<file path="src/rtl/amc_pkg.sv">
package amc_pkg;

   typedef enum logic [2:0] {
      LS_INV  = 3'd0,
      LS_RD   = 3'd1,
      LS_RDW  = 3'd2,
      LS_WT   = 3'd3,
      LS_SHR  = 3'd4,
      LS_EXC  = 3'd5
   } line_st_e;

   typedef enum logic [1:0] {
      TX_READ  = 2'd0,
      TX_DATA  = 2'd1,
      TX_ERASE = 2'd2,
      TX_EXCL  = 2'd3
   } txn_e;

   function automatic logic is_settled(line_st_e s);
      return (s == LS_INV) || (s == LS_SHR) || (s == LS_EXC);
   endfunction

endpackage

</file>
<file path="src/rtl/amc_line_fsm.sv">
module amc_line_fsm
   import amc_pkg::*;
(
   input  logic     evt_valid,
   input  logic     evt_is_net,
   input  txn_e     net_kind,
   input  logic     proc_write,
   input  line_st_e cur_st,
   input  logic     room,
   output line_st_e nxt_st,
   output logic     emit,
   output txn_e     emit_kind,
   output logic     load_net,
   output logic     load_proc,
   output logic     served
);

   always_comb begin
      nxt_st    = cur_st;
      emit      = 1'b0;
      emit_kind = TX_READ;
      load_net  = 1'b0;
      load_proc = 1'b0;
      served    = 1'b0;
      if (evt_valid && evt_is_net) begin
         unique case (net_kind)
            TX_READ: begin
               if (cur_st == LS_EXC) begin
                  emit      = 1'b1;
                  emit_kind = TX_DATA;
                  nxt_st    = LS_SHR;
               end
            end
            TX_DATA: begin
               if (cur_st == LS_RD) begin
                  load_net = 1'b1;
                  nxt_st   = LS_SHR;
               end else if (cur_st == LS_RDW) begin
                  load_net  = 1'b1;
                  emit      = 1'b1;
                  emit_kind = TX_ERASE;
                  nxt_st    = LS_WT;
               end
            end
            TX_ERASE: begin
               if (cur_st == LS_SHR) begin
                  nxt_st = LS_INV;
               end else if (cur_st == LS_WT) begin
                  emit      = 1'b1;
                  emit_kind = TX_READ;
                  nxt_st    = LS_RDW;
               end
            end
            TX_EXCL: begin
               if (cur_st == LS_WT) nxt_st = LS_EXC;
            end
            default: ;
         endcase
      end else if (evt_valid) begin
         unique case (cur_st)
            LS_INV: begin
               if (room) begin
                  emit      = 1'b1;
                  emit_kind = TX_READ;
                  nxt_st    = proc_write ? LS_RDW : LS_RD;
               end
            end
            LS_SHR: begin
               if (!proc_write) begin
                  served = 1'b1;
               end else if (room) begin
                  emit      = 1'b1;
                  emit_kind = TX_ERASE;
                  nxt_st    = LS_WT;
               end
            end
            LS_EXC: begin
               served    = 1'b1;
               load_proc = proc_write;
            end
            default: ;
         endcase
      end
   end

endmodule

</file>
<file path="src/rtl/amc_line_store.sv">
module amc_line_store
   import amc_pkg::*;
#(
   parameter int NUM_LINES = 8,
   parameter int DATA_W    = 8,
   localparam int IDX_W    = $clog2(NUM_LINES)
)(
   input  logic              clk,
   input  logic              rst_n,
   input  logic              wr_en,
   input  logic [IDX_W-1:0]  wr_idx,
   input  line_st_e          wr_st,
   input  logic              wr_load,
   input  logic [DATA_W-1:0] wr_data,
   input  logic [IDX_W-1:0]  rd_a_idx,
   output line_st_e          rd_a_st,
   output logic [DATA_W-1:0] rd_a_data,
   input  logic [IDX_W-1:0]  rd_b_idx,
   output logic [DATA_W-1:0] rd_b_data
);

   line_st_e          st_q   [NUM_LINES];
   logic [DATA_W-1:0] data_q [NUM_LINES];

   for (genvar gi = 0; gi < NUM_LINES; gi++) begin : g_line
      logic sel;
      assign sel = wr_en && (wr_idx == IDX_W'(gi));
      always_ff @(posedge clk) begin
         if (!rst_n) begin
            st_q[gi]   <= LS_INV;
            data_q[gi] <= '0;
         end else if (sel) begin
            st_q[gi] <= wr_st;
            if (wr_load) data_q[gi] <= wr_data;
         end
      end
   end

   assign rd_a_st   = st_q[rd_a_idx];
   assign rd_a_data = data_q[rd_a_idx];
   assign rd_b_data = data_q[rd_b_idx];

endmodule

</file>
<file path="src/rtl/amc_obuf.sv">
module amc_obuf #(
   parameter int W     = 13,
   parameter int DEPTH = 4,
   localparam int PTR_W = (DEPTH > 1) ? $clog2(DEPTH) : 1,
   localparam int CNT_W = $clog2(DEPTH + 1)
)(
   input  logic         clk,
   input  logic         rst_n,
   input  logic         push,
   input  logic [W-1:0] push_msg,
   input  logic         pop,
   output logic [W-1:0] head,
   output logic         not_empty,
   output logic         full
);

   logic [W-1:0]     mem [DEPTH];
   logic [PTR_W-1:0] wr_ptr, rd_ptr;
   logic [CNT_W-1:0] cnt;
   logic             do_push, do_pop;

   assign not_empty = (cnt != '0);
   assign full      = (cnt == CNT_W'(DEPTH));
   assign do_push   = push && !full;
   assign do_pop    = pop && not_empty;
   assign head      = mem[rd_ptr];

   function automatic logic [PTR_W-1:0] bump(logic [PTR_W-1:0] p);
      return (p == PTR_W'(DEPTH - 1)) ? '0 : p + 1'b1;
   endfunction

   always_ff @(posedge clk) begin
      if (do_push) mem[wr_ptr] <= push_msg;
   end

   always_ff @(posedge clk) begin
      if (!rst_n) begin
         wr_ptr <= '0;
         rd_ptr <= '0;
         cnt    <= '0;
      end else begin
         if (do_push) wr_ptr <= bump(wr_ptr);
         if (do_pop)  rd_ptr <= bump(rd_ptr);
         if (do_push && !do_pop)      cnt <= cnt + 1'b1;
         else if (do_pop && !do_push) cnt <= cnt - 1'b1;
      end
   end

endmodule

</file>
<file path="src/rtl/amc_attraction_ctrl.sv">
module amc_attraction_ctrl
   import amc_pkg::*;
#(
   parameter int NUM_LINES  = 8,
   parameter int DATA_W     = 8,
   parameter int OBUF_DEPTH = 4,
   localparam int IDX_W     = $clog2(NUM_LINES),
   localparam int MSG_W     = 2 + IDX_W + DATA_W
)(
   input  logic              clk,
   input  logic              rst_n,
   input  logic              proc_valid,
   input  logic              proc_write,
   input  logic [IDX_W-1:0]  proc_idx,
   input  logic [DATA_W-1:0] proc_wdata,
   output logic              proc_ack,
   output logic [DATA_W-1:0] proc_rdata,
   input  logic              net_valid,
   input  logic [1:0]        net_kind,
   input  logic [IDX_W-1:0]  net_idx,
   input  logic [DATA_W-1:0] net_data,
   output logic              bus_valid,
   output logic [1:0]        bus_kind,
   output logic [IDX_W-1:0]  bus_idx,
   output logic [DATA_W-1:0] bus_data,
   input  logic              bus_ready
);

   if (NUM_LINES < 2 || (1 << IDX_W) != NUM_LINES) begin : g_bad_lines
      $error("NUM_LINES must be a power of two of at least 2");
   end
   if (OBUF_DEPTH < 2) begin : g_bad_depth
      $error("OBUF_DEPTH must be at least 2");
   end
   if (DATA_W < 1) begin : g_bad_data
      $error("DATA_W must be positive");
   end

   logic              evt_valid;
   logic [IDX_W-1:0]  evt_idx;
   line_st_e          cur_st, nxt_st;
   logic [DATA_W-1:0] cur_data;
   logic              emit, load_net, load_proc, served;
   txn_e              emit_kind;
   logic              obuf_full, push_req;
   logic [MSG_W-1:0]  push_msg, head_msg;
   logic [DATA_W-1:0] push_data;

   assign evt_valid = net_valid || proc_valid;
   assign evt_idx   = net_valid ? net_idx : proc_idx;

   amc_line_fsm u_fsm (
      .evt_valid  (evt_valid),
      .evt_is_net (net_valid),
      .net_kind   (txn_e'(net_kind)),
      .proc_write (proc_write),
      .cur_st     (cur_st),
      .room       (!obuf_full),
      .nxt_st     (nxt_st),
      .emit       (emit),
      .emit_kind  (emit_kind),
      .load_net   (load_net),
      .load_proc  (load_proc),
      .served     (served)
   );

   amc_line_store #(.NUM_LINES(NUM_LINES), .DATA_W(DATA_W)) u_store (
      .clk       (clk),
      .rst_n     (rst_n),
      .wr_en     (evt_valid),
      .wr_idx    (evt_idx),
      .wr_st     (nxt_st),
      .wr_load   (load_net || load_proc),
      .wr_data   (load_net ? net_data : proc_wdata),
      .rd_a_idx  (evt_idx),
      .rd_a_st   (cur_st),
      .rd_a_data (cur_data),
      .rd_b_idx  (proc_idx),
      .rd_b_data (proc_rdata)
   );

   assign push_req  = emit;
   assign push_data = (emit_kind == TX_DATA) ? cur_data : '0;
   assign push_msg  = {emit_kind, evt_idx, push_data};

   amc_obuf #(.W(MSG_W), .DEPTH(OBUF_DEPTH)) u_obuf (
      .clk       (clk),
      .rst_n     (rst_n),
      .push      (push_req),
      .push_msg  (push_msg),
      .pop       (bus_ready),
      .head      (head_msg),
      .not_empty (bus_valid),
      .full      (obuf_full)
   );

   assign bus_kind = head_msg[MSG_W-1 -: 2];
   assign bus_idx  = head_msg[DATA_W +: IDX_W];
   assign bus_data = head_msg[DATA_W-1:0];
   assign proc_ack = served;

endmodule

</file>
<file path="config.mk">
export PLATFORM = sky130hd
export DESIGN_NAME = amc_attraction_ctrl
export DESIGN_NICKNAME = d
export VERILOG_FILES = /design/src/rtl/amc_pkg.sv /design/src/rtl/amc_line_fsm.sv /design/src/rtl/amc_line_store.sv /design/src/rtl/amc_obuf.sv /design/src/rtl/amc_attraction_ctrl.sv
export SDC_FILE = /design/constraint.sdc
export NUM_CORES = 1
export LEC_CHECK = 0
export BUFFER_PORTS_ARGS = -buffer_cell sky130_fd_sc_hd__buf_2
export CORE_ASPECT_RATIO = 0.8
export CORE_UTILIZATION = 60
export CTS_BUF_LIST = sky130_fd_sc_hd__clkbuf_8
export CTS_CLUSTER_DIAMETER = 100
export CTS_CLUSTER_SIZE = 40
export DETAILED_ROUTE_END_ITERATION = 8
export PLACE_DENSITY_LB_ADDON = 0.08
export SLEW_MARGIN = 5
export SYNTH_ARGS = -nofsm -noshare
export SYNTH_HDL_FRONTEND = slang
export SYNTH_SLANG_ARGS = --single-unit
</file>
<file path="constraint.sdc">
create_clock -name clk -period 7.13 [get_ports clk]
set_clock_uncertainty 0.1 [all_clocks]
set_input_delay 1.0695 -clock clk [delete_from_list [all_inputs] [get_ports clk]]
set_output_delay 1.0695 -clock clk [all_outputs]
set_load 0.02 [all_outputs]
</file>
# Word level (Yosys, flattened, before mapping)
# Memories as Yosys holds them, arrays and structs flattened. A register that Yosys moved wholly into a read port is not among the register bits.
# Index checks and enable logic that the tools add are counted.
[totals]
regBits = 7
mem_bits_rw = 140
input_bits = 30
output_inout_bits = 23
elab_cells = 189
n_memories = 3
[mem_list]
columns = ["name", "words", "width", "read_ports", "rd_clocked_by_memory_dff", "write_ports", "line", "rtl"]
rows = [
  ["u_store.data_q", 8, 8, 2, 0, 8, "amc_line_store.sv:23", "logic [DATA_W-1:0] data_q [NUM_LINES];"],
  ["u_obuf.mem", 4, 13, 1, 1, 1, "amc_obuf.sv:17", "logic [W-1:0] mem [DEPTH];"],
  ["u_store.st_q", 8, 3, 1, 0, 8, "amc_line_store.sv:22", "line_st_e st_q [NUM_LINES];"],
]
[classes]
add_sub_neg = 4
eq_ne = 19
muxes = 121
bitwise = 16
reduce_logical = 23
[ops]
columns = ["operator", "n"]
rows = [
  ["two-way mux 8 bit", 10],
  ["two-way mux 1 bit", 71],
  ["two-way mux 3 bit", 22],
  ["two-way mux 2 bit", 12],
  ["== test 3 bit (second input constant)", 7],
  ["bitwise OR 1 bit", 16],
  ["logical AND 1 bit", 13],
  ["== test 3 x 2 -> 1 bit (second input constant)", 4],
  ["case mux 3 bit (4 select lines)", 1],
  ["== test 2 bit (second input constant)", 4],
  ["== test 3 x 1 -> 1 bit (second input constant)", 2],
  ["logical NOT 3 bit", 2],
  ["case mux 3 bit (2 select lines)", 1],
  ["adder 2 x 1 -> 2 bit (second input constant)", 2],
  ["== test 2 x 1 -> 1 bit (second input constant)", 2],
  ["case mux 1 bit (2 select lines)", 2],
  ["case mux 2 bit (2 select lines)", 1],
  ["adder 3 x 1 -> 3 bit (second input constant)", 1],
  ["logical NOT 1 bit", 3],
  ["case mux 1 bit (3 select lines)", 1],
  ["nonzero test 3 bit", 1],
  ["subtractor 3 x 1 -> 3 bit (second input constant)", 1],
  ["logical NOT 2 bit", 1],
  ["logical OR 1 bit", 2],
  ["nonzero test 2 bit", 1],
]

# Depth between registers and ports, before layout
# Gate-level depths: netlist of the first run.
# An unclocked memory read counts as a cell.
[logic_depth]
depth_word = 13
ltp_mapped = 16
depth_no_buf = 14

# Cells and area by module
# A second synthesis of the first run with hierarchy kept.
[hier_totals]
cells_unflattened = 490
hier_area_um2 = 7511.0
[modules_own_cells]
columns = ["mod", "instances", "cells_each", "area_each_um2", "seq_area_each_um2"]
rows = [
  ["amc_line_store", 1, 305, 4551.9, 2642.5],
  ["amc_obuf", 1, 118, 2399.8, 1741.7],
  ["amc_line_fsm", 1, 44, 307.8, 0.0],
  ["amc_attraction_ctrl", 1, 23, 251.5, 0.0],
]

# Worst setup path before layout of the first run
# OpenSTA, ideal clock, no wires.
[synth_timing]
path_kind = "input to register"
from = "input port net_valid"
to = "register u_obuf.cnt[2]"
setup_ns = 0.076
arrival_time_ns = 4.350
t_required_ns = 6.954
slack_ns = 2.604
stages = 15
path_buffers = 1
path_cell_list = "buf_6 mux2i_2 inv_2 o211ai_1 o311ai_4 nor3_2 mux2_2 o221a_2 inv_1 ha_1 inv_1 fa_1 xor2_1 or3_1 a21boi_0"
[synth_via]
elab_chain_cells = 11
word_cells_on_any_way = 25
classes_between = "eq/ne (5); mux (11); reduce/logical (8); memory (1)"
[synth_lines]
columns = ["element", "line", "rtl"]
rows = [
  ["start, declared", "amc_attraction_ctrl.sv:18", "input logic net_valid,"],
  ["two-way mux 3 bit", "amc_attraction_ctrl.sv:50", "assign evt_idx = net_valid ? net_idx : proc_idx;"],
  ["memory (8 x 3 bit)", "--", ""],
  ["== test 3 x 2 -> 1 bit, on equally long branches", "amc_line_fsm.sv:48, amc_line_fsm.sv:38", ""],
  ["two-way mux 1 bit, on equally long branches", "amc_line_fsm.sv:48, amc_line_fsm.sv:38", ""],
  ["two-way mux 1 bit, on equally long branches", "amc_line_fsm.sv:46, amc_line_fsm.sv:35", ""],
  ["case mux 1 bit (3 select lines)", "amc_line_fsm.sv:26", "unique case (net_kind)"],
  ["two-way mux 1 bit *", "amc_line_fsm.sv:25", "if (evt_valid && evt_is_net) begin"],
  ["logical AND 1 bit *", "amc_obuf.sv:24", "assign do_push = push && !full;"],
  ["via u_obuf.do_push", "amc_obuf.sv:20", "logic do_push, do_pop;"],
  ["logical NOT 1 bit", "amc_obuf.sv:45", "else if (do_pop && !do_push) cnt <= cnt - 1'b1;"],
  ["logical AND 1 bit", "amc_obuf.sv:45", ""],
  ["nonzero test 2 bit (no line)", "--", ""],
  ["end signal, assigned", "amc_obuf.sv:44", "if (do_push && !do_pop) cnt <= cnt + 1'b1;"],
  ["end signal, assigned", "amc_obuf.sv:45", ""],
  ["end, declared", "amc_obuf.sv:19", "logic [CNT_W-1:0] cnt;"],
]
# Mark *: on every way through the listed nets, which the timed path passes. The rest lies on a longest branch.
# A chain may end at the register's enable or synchronous reset.

# Final worst setup path of the first run
# Same ends and word-level chain as after synthesis.

==> PnR_summary.wiki, run 1 <==
{| class="wikitable"
! Metric !! Value
|-
| Run status || finished clean
|-
| Syn Inst Count || 630
|-
| Crit start category || input port
|-
| Number of placed instances, taps included || 818
|-
| Final worst path period need || 5.39 ns
|-
| CP Data Required Time || 7.42 ns
|-
| Combined area of all synthesized cells || 7830 um^2
|-
| Global routing's busiest layer || met2
|-
| Worst-case reg-to-reg path depth || 12
|-
| Post-Layout Cell Count || 850
|-
| Post-route ant nets || 0
|-
| Number of flops mapped to enable cells by yosys || 140
|-
| Detailed Route Iter0 Violations || 670
|-
| Worst Setup Path Type || input port to flop
|-
| TritonCTS Buffers || 17
|-
| # resized after CTS || 0
|-
| Timing-limited maximum frequency || 185 MHz
|-
| Met1 Use GR || 47.1%
|-
| Clock tree buffer depth || 2
|-
| Endpoint kind of the worst setup timing path || flop
|-
| Number of nets in the finished design || 703
|-
| Transition time at the pin with the least slew margin || 0.903 ns
|-
| Master cell of the clock root buffer || clkbuf_8
|-
| GRT met3 Usage || 9.83%
|-
| Most used flip-flop cell after synthesis || edfxtp_1
|-
| Total negative setup slack || 0 ns
|-
| Met2 track demand over resource in global routing || 47.3%
|-
| Unrepaired setup endpoints after global routing || no
|-
| Core utilization of the finished layout || 68.9%
|-
| Post-Route Hold Slack || 0.420 ns
|-
| Via count of the first global-routing pass || 5416
|-
| Maximum number of pins on one net before global-route repair || 40
|-
| Maximum fanout along the worst path || 28
|-
| Global placer's final weighted congestion || 0.935
|-
| HP Start || u_obuf.wr_ptr[1]$_SDFFE_PN0P_
|-
| Number of instances on the worst hold path || 2
|-
| Number of buffers added to fix hold violations after cts || 0
|-
| Syn nets || 667
|-
| # clock sinks || 149
|-
| Leakage component of the power || 2.89 nW
|-
| Number of inserted filler cells in the final layout || 904
|-
| Number of antenna violations at the first check in global routing || 1
|-
| Final clock period utilization by the worst path || 75.6%
|-
| Most used cells in the layout excluding fill and tap cells || 140 x edfxtp_1, 84 x nand2_1, 64 x a211oi_1
|-
| Buffers on Ports || 52
|-
| Worst VDD drop || 0.243 mV
|-
| Relative slew slack || 39.7%
|-
| First-pass GRT wire length || 31.6 mm
|-
| Final Setup Violations || 0
|-
| Number of warnings issued by yosys || 0
|-
| Total length of routed wires || 20.6 mm
|-
| Synthesized flop and latch total || 149
|-
| Clock transition at path regs || 0.09 ns
|-
| Ports placed on the boundary || 53
|-
| Mean instance size in the synthesized netlist || 12.4 um^2
|-
| Type of the worst min-delay path || flop to flop
|-
| Count of different cell masters after synthesis || 65
|-
| Reg-to-reg setup timing slack || 3.60 ns
|-
| Area of the die || 13500 um^2
|-
| Arrival time at the worst endpoint || 5.68 ns
|-
| Endpoint, Worst Hold || u_obuf.wr_ptr[1]$_SDFFE_PN0P_
|-
| Cell area power density || 255 nW/um^2
|-
| Antenna cells || 0
|-
| DRC || 0
|-
| Share of async-settable or async-resettable flops after synthesis || 0%
|-
| Initial standard-cell utilization of the core || 63.0%
|-
| First-pass DRT Iterations || 5
|-
| Core area || 12400 um^2
|-
| Number of levels in the clock H-tree || 4
|-
| Count of vias placed by the detailed router || 5787
|-
| Capture point of the worst reg-to-reg path || u_obuf.cnt[2]$_SDFFE_PN0P_
|-
| Die width || 130 um
|-
| TritonCTS clock tree || yes
|-
| Insertion delay to the later sink of the worst-skew pair || 0.46 ns
|-
| Fraction of layout instances using a drive strength above 1 || 23.6%
|-
| Maximum Capacitance Violations || 0
|-
| Aggregate global routing overflow || 0
|-
| Leading cell type in the layout, fill and taps excluded || edfxtp_1
|-
| Via density || 6.81
|-
| Post-DR wirelength/cell || 24.2 um
|-
| Post-CTS setup buffer count || 0
|-
| Launch point of the worst reg-to-reg path || u_store.st_q[5][0]$_SDFFCE_PN0P_
|-
| Max-slew violation count || 0
|-
| Global-route usage over all layers || 32.4%
|-
| Area Growth Syn to Fin || 9.36%
|-
| Placed wire-length estimate || 14.7 mm
|-
| Die Y-Extent || 104 um
|-
| Hold Fails Final Rpt || 0
|-
| Part of the Yosys area used for sequential elements || 56.0%
|-
| Num rows || 36
|}
critical path, cell delays in order:
cell and delay (ns):
buf_2 0.44, mux2i_4 0.68, inv_2 0.41, mux2i_1 0.28, o21ai_1 0.16, or3_1 0.60, a2bb2oi_1 0.21, o221a_2 0.32
inv_1 0.14, ha_1 0.20, inv_1 0.07, fa_1 0.42, xor2_1 0.18, or3_1 0.30, a21boi_0 0.17
per-stage QoR:
step | cell area, um^2 | setup slack, ns | total power [mW]
after detailed placement | 8180 | 1.35 | 1.56
after global routing | 8560 | 1.52 | 2.27
final | 8560 | 1.74 | 2.18
after floorplan | 7830 | 2.60 | 1.40
after CTS | 8560 | 1.84 | 2.18
after global placement | 8180 | 1.56 | 1.54
power breakdown:
part | leakage [nW] | switching, mW | internal (mW)
combinational | 1.24 | 0.294 | 0.185
sequential | 1.44 | 0.0533 | 1.01
clock | 0.204 | 0.345 | 0.295
cells by family after synthesis:
| family | after synthesis | synth area share, % |
|---|---|---|
| compound gates | 157 | 15.1 |
| xor+xnor | 5 | 0.799 |
| fa+ha+maj | 7 | 1.21 |
| buf+inv | 55 | 3.07 |
| flops | 149 | 56.0 |
| mux | 47 | 11.2 |
| simple gates | 210 | 12.7 |
state kept, by name, indices dropped and copies added (netlist names), named ones only:
signal          flops
u_obuf.cnt          3
u_store.data_q     64
u_obuf.rd_ptr       2
u_store.st_q       24
u_obuf.wr_ptr       2
u_obuf.mem         52
worst max path at each step:
| stage | from | endpoint | slack, ns | cells after the start |
|---|---|---|---|---|
| floorplan | net_valid | u_obuf.cnt[2]$_SDFFE_PN0P_ | 2.60 | 15 |
| global placement | net_valid | u_obuf.cnt[2]$_SDFFE_PN0P_ | 1.56 | 15 |
| detailed placement | net_valid | u_obuf.cnt[2]$_SDFFE_PN0P_ | 1.35 | 15 |
| CTS | net_valid | u_obuf.cnt[2]$_SDFFE_PN0P_ | 1.84 | 15 |
| global route | net_valid | u_obuf.cnt[2]$_SDFFE_PN0P_ | 1.52 | 15 |
| finish | net_valid | u_obuf.cnt[2]$_SDFFE_PN0P_ | 1.74 | 15 |
area by class of cell:
| class | count | area, um^2 | area share [%] |
|---|---|---|---|
| Sequential cell | 149 | 4380 | 51.2 |
| Multi-Input combinational cell | 426 | 3210 | 37.5 |
| Timing Repair Buffer | 61 | 328 | 3.83 |
| Clock buffer | 18 | 248 | 2.89 |
| Tap cell | 171 | 214 | 2.50 |
| Clock inverter | 14 | 135 | 1.58 |
| Inverter | 11 | 41.3 | 0.482 |
synth_stat cells, types with 3 or more instances:
cell type | number | area, um^2
o21ai_0 | 15 | 75.1
a211oi_1 | 64 | 480
or2_2 | 6 | 37.5
a31oi_1 | 18 | 113
o22a_1 | 3 | 26.3
mux4_2 | 29 | 653
nor2_1 | 37 | 139
mux2_2 | 9 | 101
a21boi_1 | 8 | 60.1
nor2b_1 | 5 | 31.3
clkbuf_1 | 25 | 93.8
edfxtp_1 | 140 | 4200
o211ai_1 | 6 | 45.0
mux2i_1 | 6 | 60.1
a311oi_1 | 8 | 70.1
dfxtp_1 | 9 | 180
nand2_1 | 84 | 315
inv_2 | 3 | 11.3
buf_2 | 12 | 60.1
and2_1 | 6 | 37.5
nand4_1 | 5 | 31.3
nand2b_1 | 4 | 25.0
xnor2_1 | 3 | 26.3
a21oi_1 | 4 | 20.0
inv_1 | 8 | 30.0
ha_1 | 6 | 75.1
buf_1 | 4 | 15.0
nor3b_1 | 4 | 30.0
o21ai_2 | 8 | 70.1
nand3_1 | 33 | 165
and3_1 | 11 | 68.8
or3_1 | 3 | 18.8
nor3_1 | 3 | 15.0
layer usage:
| layer | share of wire (%) | wire (um) |
|---|---|---|
| met1 | 41 | 8410 |
| met2 | 45 | 9360 |
| met3 | 12 | 2540 |
| met4 | 1.5 | 299 |
| met5 | 0 | 0 |
Note: power is estimated with default switching activity, not from simulation.
==> run 2: changes to the inputs <==
Settings changed: ABC_AREA set to 1, CORE_UTILIZATION 60 to 57.
Clock period 7.13 ns to 4.43 ns, I/O delays scaled along.
==> PnR_summary.wiki, run 2 <==
{| class="wikitable"
! Metric !! Value
|-
| Most frequent cells after synthesis || 216 x nor2_1, 140 x edfxtp_1, 94 x nand2_1 (was 140 x edfxtp_1, 84 x nand2_1, 64 x a211oi_1)
|-
| Count of vias placed by the detailed router || 6037 (was 5787)
|-
| Master cell of the clock root buffer || clkbuf_8 (unchanged)
|-
| Arrival time at the worst endpoint || 3.89 ns (was 5.68 ns)
|-
| Post-Layout Cell Count || 1053 (was 850)
|-
| Capture point of the worst reg-to-reg path || u_obuf.cnt[2]$_SDFFE_PN0P_ (unchanged)
|-
| Type of the worst min-delay path || flop to flop (unchanged)
|-
| Crit start category || input port (unchanged)
|-
| Maximum number of pins on one net before global-route repair || 33 (was 40)
|-
| TritonCTS Buffers || 17 (unchanged)
|-
| Leakage component of the power || 3.51 nW (was 2.89 nW)
|-
| Combined area of all synthesized cells || 7470 um^2 (was 7830 um^2)
|-
| Antenna cells || 0 (unchanged)
|-
| Worst Setup Path Type || input port to flop (unchanged)
|-
| Die width || 130 um (about the same)
|-
| Power, Total || 3.62 mW (was 2.18 mW)
|-
| Cell area power density || 433 nW/um^2 (was 255 nW/um^2)
|-
| Post-CTS setup buffer count || 0 (unchanged)
|-
| Worst-case reg-to-reg path depth || 19 (was 12)
|-
| First element of the critical path || proc_idx[1] (was net_valid)
|-
| Ports placed on the boundary || 53 (unchanged)
|-
| Share of the synthesized area in the top cell type || 56.3% (was 53.7%)
|-
| Clock tree buffer depth || 2 (unchanged)
|-
| Syn nets || 843 (was 667)
|-
| Most used flip-flop cell after synthesis || edfxtp_1 (unchanged)
|-
| Largest registers || u_store.data_q x64, u_obuf.mem x52, u_store.st_q x24 (unchanged)
|-
| Number of buffers added to fix hold violations after cts || 0 (unchanged)
|-
| Relative slew slack || 46.2% (was 39.7%)
|-
| Reg-to-reg setup timing slack || 1.30 ns (was 3.60 ns)
|-
| Number of warnings issued by yosys || 0 (unchanged)
|-
| CP Data Required Time || 4.72 ns (was 7.42 ns)
|-
| Transition time at the pin with the least slew margin || 0.806 ns (was 0.903 ns)
|-
| # resized after CTS || 0 (unchanged)
|-
| Clock transition at path regs || 0.07 ns (was 0.09 ns)
|-
| Maximum Capacitance Violations || 0 (unchanged)
|-
| DRC || 0 (unchanged)
|-
| Buffers on Ports || 52 (unchanged)
|-
| Total negative setup slack || 0 ns (unchanged)
|-
| Part of the Yosys area used for sequential elements || 58.7% (was 56.0%)
|-
| # clock sinks || 149 (unchanged)
|-
| Core area || 12800 um^2 (was 12400 um^2)
|-
| Post-route ant nets || 0 (unchanged)
|-
| Leading cell type in the layout, fill and taps excluded || nor2_1 (was edfxtp_1)
|-
| Aggregate global routing overflow || 0 (unchanged)
|-
| Mean instance size in the synthesized netlist || 9.27 um^2 (was 12.4 um^2)
|-
| Via density || 5.73 (was 6.81)
|-
| Run status || finished clean (unchanged)
|-
| Most used cells in the layout excluding fill and tap cells || 216 x nor2_1, 140 x edfxtp_1, 94 x nand2_1 (was 140 x edfxtp_1, 84 x nand2_1, 64 x a211oi_1)
|-
| Global-route usage over all layers || 29.7% (was 32.4%)
|-
| Fraction of layout instances using a drive strength above 1 || 15.0% (was 23.6%)
|-
| Number of nets in the finished design || 902 (was 703)
|-
| First-pass DRT Iterations || 7 (was 5)
|-
| Detailed Route Iter0 Violations || 741 (was 670)
|-
| Most flop-heavy register || u_store.data_q (unchanged)
|-
| Final clock period utilization by the worst path || 81.3%
|-
| Max-slew violation count || 0 (unchanged)
|-
| Post-DR wirelength/cell || 18.1 um (was 24.2 um)
|-
| Hold Fails Final Rpt || 0 (unchanged)
|-
| Final worst path period need || 3.60 ns
|-
| Max reg flops || 64 (unchanged)
|-
| Total length of routed wires || 19.1 mm (was 20.6 mm)
|-
| Area of the die || 13600 um^2 (was 13500 um^2)
|-
| Number of flops mapped to enable cells by yosys || 140 (unchanged)
|-
| Count of different cell masters after synthesis || 33 (was 65)
|-
| Unrepaired setup endpoints after global routing || no (unchanged)
|-
| Global placer's final weighted congestion || 1.01 (was 0.935)
|-
| Launch point of the worst reg-to-reg path || u_store.st_q[1][0]$_SDFFCE_PN0P_ (was u_store.st_q[5][0]$_SDFFCE_PN0P_)
|-
| Share of async-settable or async-resettable flops after synthesis || 0% (unchanged)
|-
| Number of antenna violations at the first check in global routing || 0 (was 1)
|-
| Initial standard-cell utilization of the core || 58.3% (was 63.0%)
|-
| Area Growth Syn to Fin || 11.9% (was 9.36%)
|-
| Number of levels in the clock H-tree || 4 (unchanged)
|-
| Placed wire-length estimate || 13.4 mm (was 14.7 mm)
|-
| Timing-limited maximum frequency || 278 MHz
|-
| Num rows || 37 (was 36)
|-
| TritonCTS clock tree || yes (unchanged)
|-
| Synthesized flop and latch total || 149 (unchanged)
|-
| Count leader, synth || nor2_1 (was edfxtp_1)
|-
| Number of placed instances, taps included || 1021 (was 818)
|-
| Cell accounting for the most synthesized area || edfxtp_1 (unchanged)
|-
| Insertion delay to the later sink of the worst-skew pair || 0.46 ns (about the same)
|-
| Worst VDD drop || 0.245 mV (was 0.243 mV)
|-
| Via count of the first global-routing pass || 5405 (was 5416)
|-
| Syn Inst Count || 806 (was 630)
|-
| First-pass GRT wire length || 29.3 mm (was 31.6 mm)
|-
| Maximum fanout along the worst path || 17 (was 28)
|-
| Endpoint kind of the worst setup timing path || flop (unchanged)
|-
| Final Setup Violations || 0 (unchanged)
|-
| Die Y-Extent || 104 um (about the same)
|-
| Capturing instance or port of the critical path || u_obuf.cnt[2]$_SDFFE_PN0P_ (unchanged)
|-
| Dominant cells by area after synthesis || edfxtp_1 56%, nor2_1 11%, o21ai_0 5.6%, nand2_1 4.7%, o22ai_1 4.1% (was edfxtp_1 54%, mux4_2 8.3%, a211oi_1 6.1%, nand2_1 4.0%, dfxtp_1 2.3%)
|}
==> run 2: cell types whose count changed in the layout (fill, tap and decap cells not counted), sizes merged, moves of 26 or more <==
| cell | change |
|---|---|
| mux4 | -29 |
| o22ai | +46 |
| nor2 | +179 |
| nand2 | +26 |
| a211oi | -65 |
| o21ai | +82 |
| inv | +61 |
==> run 2: how the worst min path moves through the flow <==
stage	from	endpoint	slack, ns	cells after the start
floorplan	u_obuf.cnt[2]$_SDFFE_PN0P_	u_obuf.cnt[2]$_SDFFE_PN0P_	0.36	2
global placement	u_obuf.cnt[2]$_SDFFE_PN0P_	u_obuf.cnt[2]$_SDFFE_PN0P_	0.39	2
detailed placement	u_obuf.cnt[2]$_SDFFE_PN0P_	u_obuf.cnt[2]$_SDFFE_PN0P_	0.40	2
CTS	u_obuf.cnt[2]$_SDFFE_PN0P_	u_obuf.cnt[2]$_SDFFE_PN0P_	0.42	2
global route	u_obuf.cnt[2]$_SDFFE_PN0P_	u_obuf.cnt[2]$_SDFFE_PN0P_	0.45	2
finish	u_obuf.cnt[2]$_SDFFE_PN0P_	u_obuf.cnt[2]$_SDFFE_PN0P_	0.42	2
==> run 2: layout make-up <==
type / instances / area, um^2
tap: 175 / 219
clock buffer: 18 / 248
clock inverter: 14 / 163
timing repair buffer: 68 / 380
fill: 1088 / 4460
inverter: 82 / 310
multi-input combinational: 547 / 2660
sequential: 149 / 4380
==> run 2: critical path, stage by stage <==
cell,delay (ns)
buf_2,0.30
inv_1,0.15
o21ai_4,0.34
inv_2,0.14
nand2_1,0.09
nand2_1,0.05
nand2_1,0.06
nand2_2,0.14
inv_2,0.16
nand3_1,0.12
nand3_1,0.09
nand2_1,0.06
nand2_1,0.05
nand2_1,0.17
inv_1,0.10
ha_1,0.14
inv_1,0.07
fa_1,0.45
nor2_1,0.14
nor2_1,0.06
nand2_1,0.08
o21ai_0,0.08
a21oi_1,0.15
==> run 2: where the power goes <==
group	total (mW)	internal, mW	switching, mW
Sequential	1.68	1.61	0.0748
Clock	1.08	0.567	0.509
Combinational	0.860	0.260	0.600
==> run 2: metal layers <==
layer  up-vias  wire, um  GRT usage (%)
li1       2884         -              -
met1      2772      8140           42.8
met2       338      8440           43.2
met3        43      2080           7.20
met4         0       434           11.7
met5         -         0              0
==> run 2: per-stage QoR <==
stage / cell area, um^2 / setup slack [ns] / utilization [%] / hold slack (ns)
floorplan: 7470 / 1.11 / - / 0.364
global placement: 7950 / 0.570 / 62.0 / 0.386
detailed placement: 7950 / 0.426 / 62.0 / 0.405
CTS: 8360 / 0.895 / 65.2 / 0.415
global route: 8360 / 0.605 / 65.2 / 0.453
finish: 8360 / 0.828 / 65.2 / 0.421
==> run 2: logic make-up (layout without fill, tap and decap cells) <==
logic type / Yosys count / count (layout) / synth area share (%)
adders and majority gates: 7 / 7 / 1.27
and+or+nand+nor: 354 / 354 / 19.8
AOI/OAI and AO/OA: 186 / 186 / 14.5
DFF: 149 / 149 / 58.7
buffers and inverters: 110 / 182 / 5.79
